[config.mk]
export PLATFORM = sky130hd
export DESIGN_NAME = leak_test_seq
export DESIGN_NICKNAME = d
export VERILOG_FILES = /design/src/rtl/leak_pkg.sv /design/src/rtl/leak_timer.sv /design/src/rtl/leak_ctrl.sv /design/src/rtl/leak_results.sv /design/src/rtl/leak_test_seq.sv
export SDC_FILE = /design/constraint.sdc
export NUM_CORES = 1
export LEC_CHECK = 0
export ABC_CLOCK_PERIOD_IN_PS = 3300
export BUFFER_PORTS_ARGS = -buffer_cell sky130_fd_sc_hd__buf_4
export CAP_MARGIN = 40
export CORE_ASPECT_RATIO = 1.5
export CORE_MARGIN = 2
export CORE_UTILIZATION = 40
export CTS_BUF_LIST = sky130_fd_sc_hd__clkbuf_4 sky130_fd_sc_hd__clkbuf_8
export DETAILED_ROUTE_END_ITERATION = 12
export PLACE_DENSITY_LB_ADDON = 0.1
export REMOVE_ABC_BUFFERS = 1
export SLEW_MARGIN = 20
export SYNTH_ARGS = -nofsm -noshare
export SYNTH_HDL_FRONTEND = slang
export SYNTH_SLANG_ARGS = --single-unit
export TNS_END_PERCENT = 1
[constraint.sdc]
create_clock -name clk -period 3.3 [get_ports clk]
set_input_delay 0.495 -clock clk [delete_from_list [all_inputs] [get_ports clk]]
set_output_delay 0.495 -clock clk [all_outputs]
set_load 0.05 [all_outputs]
[src/rtl/leak_pkg.sv]
package leak_pkg;

  typedef enum logic [2:0] {
    ST_IDLE,
    ST_DRIVE,
    ST_RELEASE,
    ST_WAIT,
    ST_SAMPLE,
    ST_DONE
  } leak_st_e;

  typedef enum logic [1:0] {
    T_HOLD,
    T_LD_DRIVE,
    T_LD_WAIT,
    T_DEC
  } tmr_op_e;

  // pol 0 = ground test (drive high), pol 1 = supply test (drive low)
  function automatic logic level_for(input logic pol);
    return ~pol;
  endfunction

  // a node fails when it no longer holds the level it was charged to
  function automatic logic is_leak(input logic pol, input logic seen);
    return seen != level_for(pol);
  endfunction

  function automatic int unsigned tests_per_run(input int unsigned nodes);
    return 2 * nodes;
  endfunction

endpackage

[src/rtl/leak_timer.sv]
module leak_timer
  import leak_pkg::*;
#(
  parameter int unsigned WAIT_W    = 16,
  parameter int unsigned DRIVE_CYC = 4
) (
  input  logic              clk,
  input  logic              rst_n,
  input  tmr_op_e           op,
  input  logic [WAIT_W-1:0] wait_cycles,
  input  logic              ext_mode,
  input  logic              ext_strobe,
  output logic              cnt_last,
  output logic              wait_done
);
  localparam int unsigned DRV_W = $clog2(DRIVE_CYC + 1);
  localparam int unsigned CNT_W = (WAIT_W > DRV_W) ? WAIT_W : DRV_W;

  logic [CNT_W-1:0] cnt;

  always_ff @(posedge clk or negedge rst_n) begin
    if (!rst_n) begin
      cnt <= '0;
    end else begin
      case (op)
        T_LD_DRIVE: cnt <= CNT_W'(DRIVE_CYC);
        T_LD_WAIT:  cnt <= CNT_W'(wait_cycles);
        T_DEC:      if (cnt != '0) cnt <= cnt - 1'b1;
        default:    ;
      endcase
    end
  end

  // a load of 0 behaves as 1: a step always lasts at least one cycle
  assign cnt_last  = (cnt <= CNT_W'(1));
  assign wait_done = ext_mode ? ext_strobe : cnt_last;


  cnt_dec_chk: assert property (@(posedge clk) disable iff (!rst_n)
    (op == T_DEC && cnt > CNT_W'(1)) |=> (cnt == $past(cnt) - 1'b1));

endmodule

[src/rtl/leak_ctrl.sv]
module leak_ctrl
  import leak_pkg::*;
#(
  parameter int unsigned N_NODES = 4,
  parameter int unsigned SEL_W   = 2
) (
  input  logic             clk,
  input  logic             rst_n,
  input  logic             start,
  input  logic             ext_mode,
  input  logic             ext_strobe,
  input  logic             cmp_sel,
  input  logic             cnt_last,
  input  logic             wait_done,
  output tmr_op_e          op,
  output logic [SEL_W-1:0] node,
  output logic             pol,
  output logic             drive_en,
  output logic             paths_off,
  output logic             busy,
  output logic             done,
  output logic             clr,
  output logic             rec_en,
  output logic             rec_fail
);
  leak_st_e         state, state_d;
  logic [SEL_W-1:0] node_d;
  logic             pol_d;
  logic             last_slot;

  assign last_slot = (node == SEL_W'(N_NODES - 1)) && pol;

  always_comb begin
    state_d = state;
    node_d  = node;
    pol_d   = pol;
    op      = T_HOLD;
    clr     = 1'b0;
    rec_en  = 1'b0;
    case (state)
      ST_IDLE, ST_DONE: begin
        if (start) begin
          state_d = ST_DRIVE;
          node_d  = '0;
          pol_d   = 1'b0;
          op      = T_LD_DRIVE;
          clr     = 1'b1;
        end
      end
      ST_DRIVE: begin
        if (cnt_last) state_d = ST_RELEASE;
        else          op      = T_DEC;
      end
      ST_RELEASE: begin
        op      = T_LD_WAIT;
        state_d = ST_WAIT;
      end
      ST_WAIT: begin
        if (wait_done) state_d = ST_SAMPLE;
        else           op      = T_DEC;
      end
      ST_SAMPLE: begin
        rec_en = 1'b1;
        if (last_slot) begin
          state_d = ST_DONE;
        end else begin
          state_d = ST_DRIVE;
          op      = T_LD_DRIVE;
          if (pol) begin
            pol_d  = 1'b0;
            node_d = node + 1'b1;
          end else begin
            pol_d  = 1'b1;
          end
        end
      end
      default: state_d = ST_IDLE;
    endcase
  end

  always_ff @(posedge clk or negedge rst_n) begin
    if (!rst_n) begin
      state <= ST_IDLE;
      node  <= '0;
      pol   <= 1'b0;
    end else begin
      state <= state_d;
      node  <= node_d;
      pol   <= pol_d;
    end
  end

  assign rec_fail  = is_leak(pol, cmp_sel);
  assign drive_en  = (state == ST_DRIVE);
  assign paths_off = (state == ST_RELEASE) || (state == ST_WAIT) || (state == ST_SAMPLE);
  assign busy      = (state != ST_IDLE) && (state != ST_DONE);
  assign done      = (state == ST_DONE);


  drive_cut_excl_chk: assert property (@(posedge clk) disable iff (!rst_n)
    !(drive_en && paths_off));


  done_hold_chk: assert property (@(posedge clk) disable iff (!rst_n)
    (done && !start) |=> done);


  ext_hold_chk: assert property (@(posedge clk) disable iff (!rst_n)
    (ext_mode && state == ST_WAIT && !ext_strobe) |=> (state == ST_WAIT));


  start_busy_chk: assert property (@(posedge clk) disable iff (!rst_n)
    (busy && start && !rec_en) |=> (busy && $stable(node)));

endmodule

[src/rtl/leak_results.sv]
module leak_results #(
  parameter int unsigned N_NODES = 4,
  parameter int unsigned SEL_W   = 2
) (
  input  logic                 clk,
  input  logic                 rst_n,
  input  logic                 clr,
  input  logic                 rec_en,
  input  logic [SEL_W:0]       rec_idx,
  input  logic                 rec_fail,
  input  logic [N_NODES-1:0]   cmp_in,
  output logic [2*N_NODES-1:0] fail_vec,
  output logic                 any_fail,
  output logic                 obs_pin
);
  localparam int unsigned SLOTS = 2 * N_NODES;

  logic hit_any;
  assign hit_any = rec_en && rec_fail;

  for (genvar s = 0; s < SLOTS; s++) begin : g_slot
    logic hit;
    assign hit = hit_any && (rec_idx == (SEL_W+1)'(s));
    always_ff @(posedge clk or negedge rst_n) begin
      if (!rst_n)   fail_vec[s] <= 1'b0;
      else if (clr) fail_vec[s] <= 1'b0;
      else if (hit) fail_vec[s] <= 1'b1;
    end
  end

  always_ff @(posedge clk or negedge rst_n) begin
    if (!rst_n) begin
      any_fail <= 1'b0;
      obs_pin  <= 1'b0;
    end else begin
      obs_pin <= ^cmp_in;
      if (hit_any) any_fail <= 1'b1;
    end
  end


  fail_sticky_chk: assert property (@(posedge clk) disable iff (!rst_n)
    any_fail |=> any_fail);


  rec_sets_chk: assert property (@(posedge clk) disable iff (!rst_n)
    (rec_en && rec_fail) |=> (any_fail && fail_vec[$past(rec_idx)]));

endmodule

[src/rtl/leak_test_seq.sv]
module leak_test_seq
  import leak_pkg::*;
#(
  parameter int unsigned N_NODES   = 4,
  parameter int unsigned WAIT_W    = 16,
  parameter int unsigned DRIVE_CYC = 4,
  localparam int unsigned SEL_W    = (N_NODES > 1) ? $clog2(N_NODES) : 1,
  localparam int unsigned SLOTS    = tests_per_run(N_NODES)
) (
  input  logic               clk,
  input  logic               rst_n,
  input  logic               start,
  input  logic [WAIT_W-1:0]  wait_cycles,
  input  logic               ext_mode,
  input  logic               ext_strobe,
  input  logic [N_NODES-1:0] cmp_in,
  output logic [SEL_W-1:0]   node_sel,
  output logic               drive_en,
  output logic               drive_lvl,
  output logic               paths_off,
  output logic               ac_bypass,
  output logic               busy,
  output logic               done,
  output logic [SLOTS-1:0]   fail_vec,
  output logic               any_fail,
  output logic               obs_pin
);
  tmr_op_e op;
  logic    cnt_last, wait_done;
  logic    pol, clr, rec_en, rec_fail, cmp_sel;

  assign cmp_sel = cmp_in[node_sel];

  leak_timer #(.WAIT_W(WAIT_W), .DRIVE_CYC(DRIVE_CYC)) u_timer (
    .clk(clk), .rst_n(rst_n), .op(op), .wait_cycles(wait_cycles),
    .ext_mode(ext_mode), .ext_strobe(ext_strobe),
    .cnt_last(cnt_last), .wait_done(wait_done)
  );

  leak_ctrl #(.N_NODES(N_NODES), .SEL_W(SEL_W)) u_ctrl (
    .clk(clk), .rst_n(rst_n), .start(start), .ext_mode(ext_mode),
    .ext_strobe(ext_strobe), .cmp_sel(cmp_sel), .cnt_last(cnt_last),
    .wait_done(wait_done), .op(op), .node(node_sel), .pol(pol),
    .drive_en(drive_en), .paths_off(paths_off), .busy(busy), .done(done),
    .clr(clr), .rec_en(rec_en), .rec_fail(rec_fail)
  );

  leak_results #(.N_NODES(N_NODES), .SEL_W(SEL_W)) u_res (
    .clk(clk), .rst_n(rst_n), .clr(clr), .rec_en(rec_en),
    .rec_idx({node_sel, pol}), .rec_fail(rec_fail), .cmp_in(cmp_in),
    .fail_vec(fail_vec), .any_fail(any_fail), .obs_pin(obs_pin)
  );

  assign drive_lvl = level_for(pol);
  assign ac_bypass = busy;


  bypass_busy_chk: assert property (@(posedge clk) disable iff (!rst_n)
    (busy && !$past(busy)) |-> ac_bypass);

endmodule

After elaboration in Yosys (flattened, before gate mapping) --
Index checks and enable logic that the tools add are counted.
Cells by class: add/sub/neg operators 2, $mul 0, divide/modulo/power cells 0, $lt $le $gt $ge 2, equal/unequal tests 24, shift operators 0, multiplexer cells 42, bitwise operators 1, reduce and logical (&&, ||, !) cells 33
Operator list (count):
- $pmux W16 S3 | 1
- $mux W1 | 26
- $eq A3 B3 Y1 const B | 6
- $reduce_bool A2 Y1 | 9
- $le A16 B1 Y1 const B | 1
- $mux W16 | 1
- $reduce_bool A16 Y1 | 1
- $sub A16 B1 Y16 const B | 1
- $pmux W3 S5 | 1
- $eq A3 B2 Y1 const B | 4
- $mux W3 | 4
- $logic_and A1 B1 Y1 | 11
- $mux W2 | 5
- $pmux W2 S5 | 1
- $ne A2 B1 Y1 const B | 4
- $eq A2 B2 Y1 const B | 3
- $eq A3 B1 Y1 const B | 2
- $logic_not A3 Y1 | 2
- $reduce_and A3 Y1 | 2
- $reduce_bool A3 Y1 | 2
- $ne A2 B2 Y1 const B | 2
- $pmux W2 S2 | 1
- $reduce_and A4 Y1 | 1
- $reduce_xor A4 Y1 | 1
- 11 further kinds | 12
Storage, ports and cells: register bits after elaboration 32, latch bits 0, RAM bits 0, bits in read-only memories 0, input bits 25, output and inout bits 18, memories kept 0

Longest topological paths before layout --
depth after elaboration 7, mapped depth 9, gate-level depth less buffers 8

Cells and area by module --
Synthesis repeated with hierarchy kept, for this count alone.
Second synthesis, totals: cell total of the unflattened synthesis 229, area total of the unflattened synthesis 2075.7 sq um
By module, submodules not included:
- leak_timer | times used 1, cells each 142, area each 1163.6 sq um, sequential area each 400.4 sq um
- leak_ctrl | times used 1, cells each 47, area each 441.7 sq um, sequential area each 150.1 sq um
- leak_results | times used 1, cells each 37, area each 436.7 sq um, sequential area each 250.2 sq um
- leak_test_seq | times used 1, cells each 3, area each 33.8 sq um, sequential area each 0.0 sq um

Least setup slack after synthesis --
Ideal clock, no wire load.
path type flip-flop to output port, from register u_ctrl.state[1], to output port paths_off, arrival time 1.917 ns, slack 0.888 ns, stages on the path, launching flop included 4, buffers on the path 1, cells stage by stage dfrtp_1 -> clkbuf_1 -> nand2b_1 -> o21ai_0
On the way: longest elaborated chain between the ends 3, elaborated cells between the ends (all ways) 5
Ends and longest elaborated chain:
- start, declared | line leak_ctrl.sv:26 | leak_st_e state, state_d;
- start signal, assigned | line leak_ctrl.sv:87 | state <= state_d;
- $eq A3 B2 Y1 | line leak_ctrl.sv:95 | assign paths_off = (state == ST_RELEASE) || (state == ST_WAIT) || (state == ST_SAMPLE);
- $logic_or A1 B1 Y1 | line leak_ctrl.sv:95
- $logic_or A1 B1 Y1 * | line leak_ctrl.sv:95
- end, declared | line leak_test_seq.sv:20 | output logic paths_off,
Every way passes the cells marked *; elsewhere a longest branch is shown, timed or not.

Worst setup path after layout --
from register u_timer.cnt[4], to register u_timer.cnt[5]
On the way: longest elaborated chain between the ends 7, elaborated cells between the ends (all ways) 15
Ends and longest elaborated chain:
- start, declared | line leak_timer.sv:19 | logic [CNT_W-1:0] cnt;
- start signal, assigned | line leak_timer.sv:26 | T_LD_DRIVE: cnt <= CNT_W'(DRIVE_CYC);
- start signal, assigned | line leak_timer.sv:27 | T_LD_WAIT: cnt <= CNT_W'(wait_cycles);
- start signal, assigned | line leak_timer.sv:28 | T_DEC: if (cnt != '0) cnt <= cnt - 1'b1;
- $le A16 B1 Y1 | line leak_timer.sv:35 | assign cnt_last = (cnt <= CNT_W'(1));
- $mux W1 | line leak_timer.sv:36 | assign wait_done = ext_mode ? ext_strobe : cnt_last;
- $mux W2 | line leak_ctrl.sv:59 | if (wait_done) state_d = ST_SAMPLE;
- $pmux W2 S5 | line leak_ctrl.sv:40 | case (state)
- $eq A2 B2 Y1 / $eq A2 B1 Y1 (equally long branches) | line leak_timer.sv:25 | case (op)
- $ne A2 B1 Y1 (no source line) / $reduce_bool A3 Y1 (equally long branches)
- $reduce_and A2 Y1 (no source line)
Several ways; a longest one is shown, not always the timed one. The select of a mux whose other input is x is not followed. A chain may end at the register's enable or synchronous reset.

==> metrics <==
Tot GR Track Use=22.1%; Worst Setup End Kind=register; placed cells=324; crit path time final=2.56 ns; final hold viol count=0; die area=5570 um2; placed cell area=2340 um2; class of the worst hold path=in -> async; Starting Density=41.4%; Starting DRT DRC Count=110; Max Cap Viol=0; number of synthesized register bits=32; initial antenna violation count=0; vias in the first global route=1920; CTS tree=built; Post-Synthesis Cell Area=1990 um2; GRT overflow=0; Slew Limit Fails=0; post_cts resized=0; Worst path depth=6; total setup buffers inserted after CTS=0; PD cells=1010 nW/um2; WS Path Type=reg -> reg; Detail Route Antenna Nets=0; share of cells above drive strength 1=23.7%; Crit path largest cell delay=0.70 ns; GR Util met1=26.7%; peak supply drop=456 uV; crit path DAT=2.74 ns; clock-pin transition on the worst setup and hold timing paths=0.07 ns; unrepaired setup endpoints after global routing=false; top_reg_cell synth=dfrtp_1; Finished Layout Cells=332; CP cell instances=nor4_1 > nand4_1 > o21ai_1 > nand2_1 > a32o_1 > a32o_1; DP HPWL=4090 um; Relative slew margins=42.7%; Final setup viols=0; first drt pass iteration count=4; Setup WS post-layout=0.736 ns; number of diodes=0; Setup crit start kind=register; H-tree depth=2; GRT met2 Usage=35.9%; Rows=31; DR WL/cell=16.7 um; Max clock buf depth=2; Crit Reg-Reg Startpoint=u_timer.cnt[4]; Seq/Total Area, Yosys=40.2%; Post-synth ARST share=100%; end of the critical path=u_timer.cnt[5]; Remaining DRCs=0; largest net degree at the start of global routing=33; clock sinks=32; via/cell ratio=5.83; Layout area overhead=23.9%; Layout Nets=293; Mapped Cells=226; Final Util=51.3%; worst r2r path cells=6; routability cong.=0.843; delay-heaviest family, CP=simple AND/OR/NAND/NOR gates; clk_lat worst skew=0.30 ns; period utilization=77.7%; I/O pin count=43; root buffer cell=clkbuf_8; CP max stage cell=nor4_1; Avg Inst Size Synth=8.81 um2; M3 GR Usage=3.72%; required time of the critical path=3.48 ns; Post-Route WL=5550 um; Layout Skew=0.0111 ns; Syn. warnings=0; core area=4810 um2; status=complete, no violations; hold-fix buffer count after cts=0; number of synthesized flops with an enable pin=0; setup TNS=0 ns; Vias=1934; Post-Place Worst Slack=0.702 ns; Die W=61.6 um; worst reg2reg endpoint=u_timer.cnt[5]; cts bufs inserted=5; CP Buf/Inv Count=0; reg2reg setup slack=0.74 ns; Die H=90.4 um; maximum clock rate=0.390 GHz; global-route wire length before repair=9320 um; count of different cell masters after synthesis=51; Top cell by count, worst path=a32o_1; Worst Tran Pin Value=0.852 ns; critical path startpoint=u_timer.cnt[4]; Pleak=1.10 nW; port buffer count=42; crit path max fanout=10; post-route cell area=2470 um2; busiest grt layer=met2
-- per-layer routing --
metal / up-vias / part of all wire [%]
met5: - / 0
met2: 61 / 53
met4: 0 / 3.8
met3: 18 / 3.9
li1: 923 / -
met1: 932 / 39
-- flip-flops by register name (all words and copies together) (netlist names) --
| name | count |
|---|---|
| u_ctrl.pol | 1 |
| u_res.any_fail | 1 |
| u_res.fail_vec | 8 |
| u_ctrl.node | 2 |
| u_timer.cnt | 16 |
| u_res.obs_pin | 1 |
| u_ctrl.state | 3 |
-- cell usage after synthesis, drive strengths merged, types with 5 or more instances --
cell type	instances	area, um2
a21oi	10	50.1
a32o	7	70.1
buf	5	40.0
clkbuf	8	30.0
dfrtp	32	801
inv	10	37.5
nand2	24	90.1
nand3	10	50.1
nand4	5	31.3
nor2	15	56.3
nor3	12	60.1
nor4	5	31.3
o21ai	12	60.1
-- per-stage QoR --
stage / hold slack [ns] / power, W
after floorplan: 0.199 / 0.00165
after global placement: 0.455 / 0.00207
after detailed placement: 0.459 / 0.00208
after CTS: 0.151 / 0.00251
after global routing: 0.167 / 0.00268
final: 0.137 / 0.00249
-- kinds of logic after synthesis --
logic type / after synthesis / share of synthesized area [%]
buf+inv: 23 / 5.41
compound gates: 62 / 22.6
xor+xnor: 5 / 2.20
mux: 3 / 2.14
flops: 32 / 40.2
simple gates: 98 / 25.6
fa+ha+maj: 3 / 1.89
-- placed cells by master (no fill, tap or decap), types with 4 or more instances in the layout --
master and count:
dfrtp_1 32, a21oi_1 10, nand3_1 10, buf_4 45, and3_1 4, o31ai_1 4
nor2_1 15, o21ai_0 11, clkbuf_8 7, inv_1 10, nor3_1 12, nor4_1 5
nand4_1 5, a32o_1 7, nand2_1 24
-- where the power goes --
group	total, W	leakage, nW	internal, W	switching (W)
Combinational	0.00140	0.615	0.000497	0.000900
Clock	0.000422	0.0645	0.000266	0.000156
Sequential	0.000674	0.420	0.000509	0.000164
Total	0.00249	1.10	0.00127	0.00122
-- worst min path at each step --
stage | slack [ns] | cells after the start | startpoint | end
after floorplan | 0.20 | 0 | rst_n | u_ctrl.node[0]
after global placement | 0.45 | 1 | u_res.any_fail | u_res.any_fail
after detailed placement | 0.46 | 1 | u_res.any_fail | u_res.any_fail
after CTS | 0.15 | 1 | rst_n | u_res.obs_pin
after global routing | 0.17 | 1 | rst_n | u_res.obs_pin
final | 0.14 | 1 | rst_n | u_ctrl.node[1]
-- worst reg2reg max path: stages (launching register included) --
cell and delay (ns):
dfrtp_1 0.44, nor4_1 0.70, nand4_1 0.25, o21ai_1 0.24, nand2_1 0.28, a32o_1 0.36
a32o_1 0.20
-- final cells by class --
type / instances / area (um2)
clock inverter: 1 / 30.0
timing repair buffer: 45 / 338
inverter: 10 / 37.5
sequential: 32 / 801
clock buffer: 7 / 96.3
tap: 66 / 82.6
multi-input combinational: 171 / 1080
fill: 484 / 2340
Note: power is estimated with default switching activity, not from simulation.
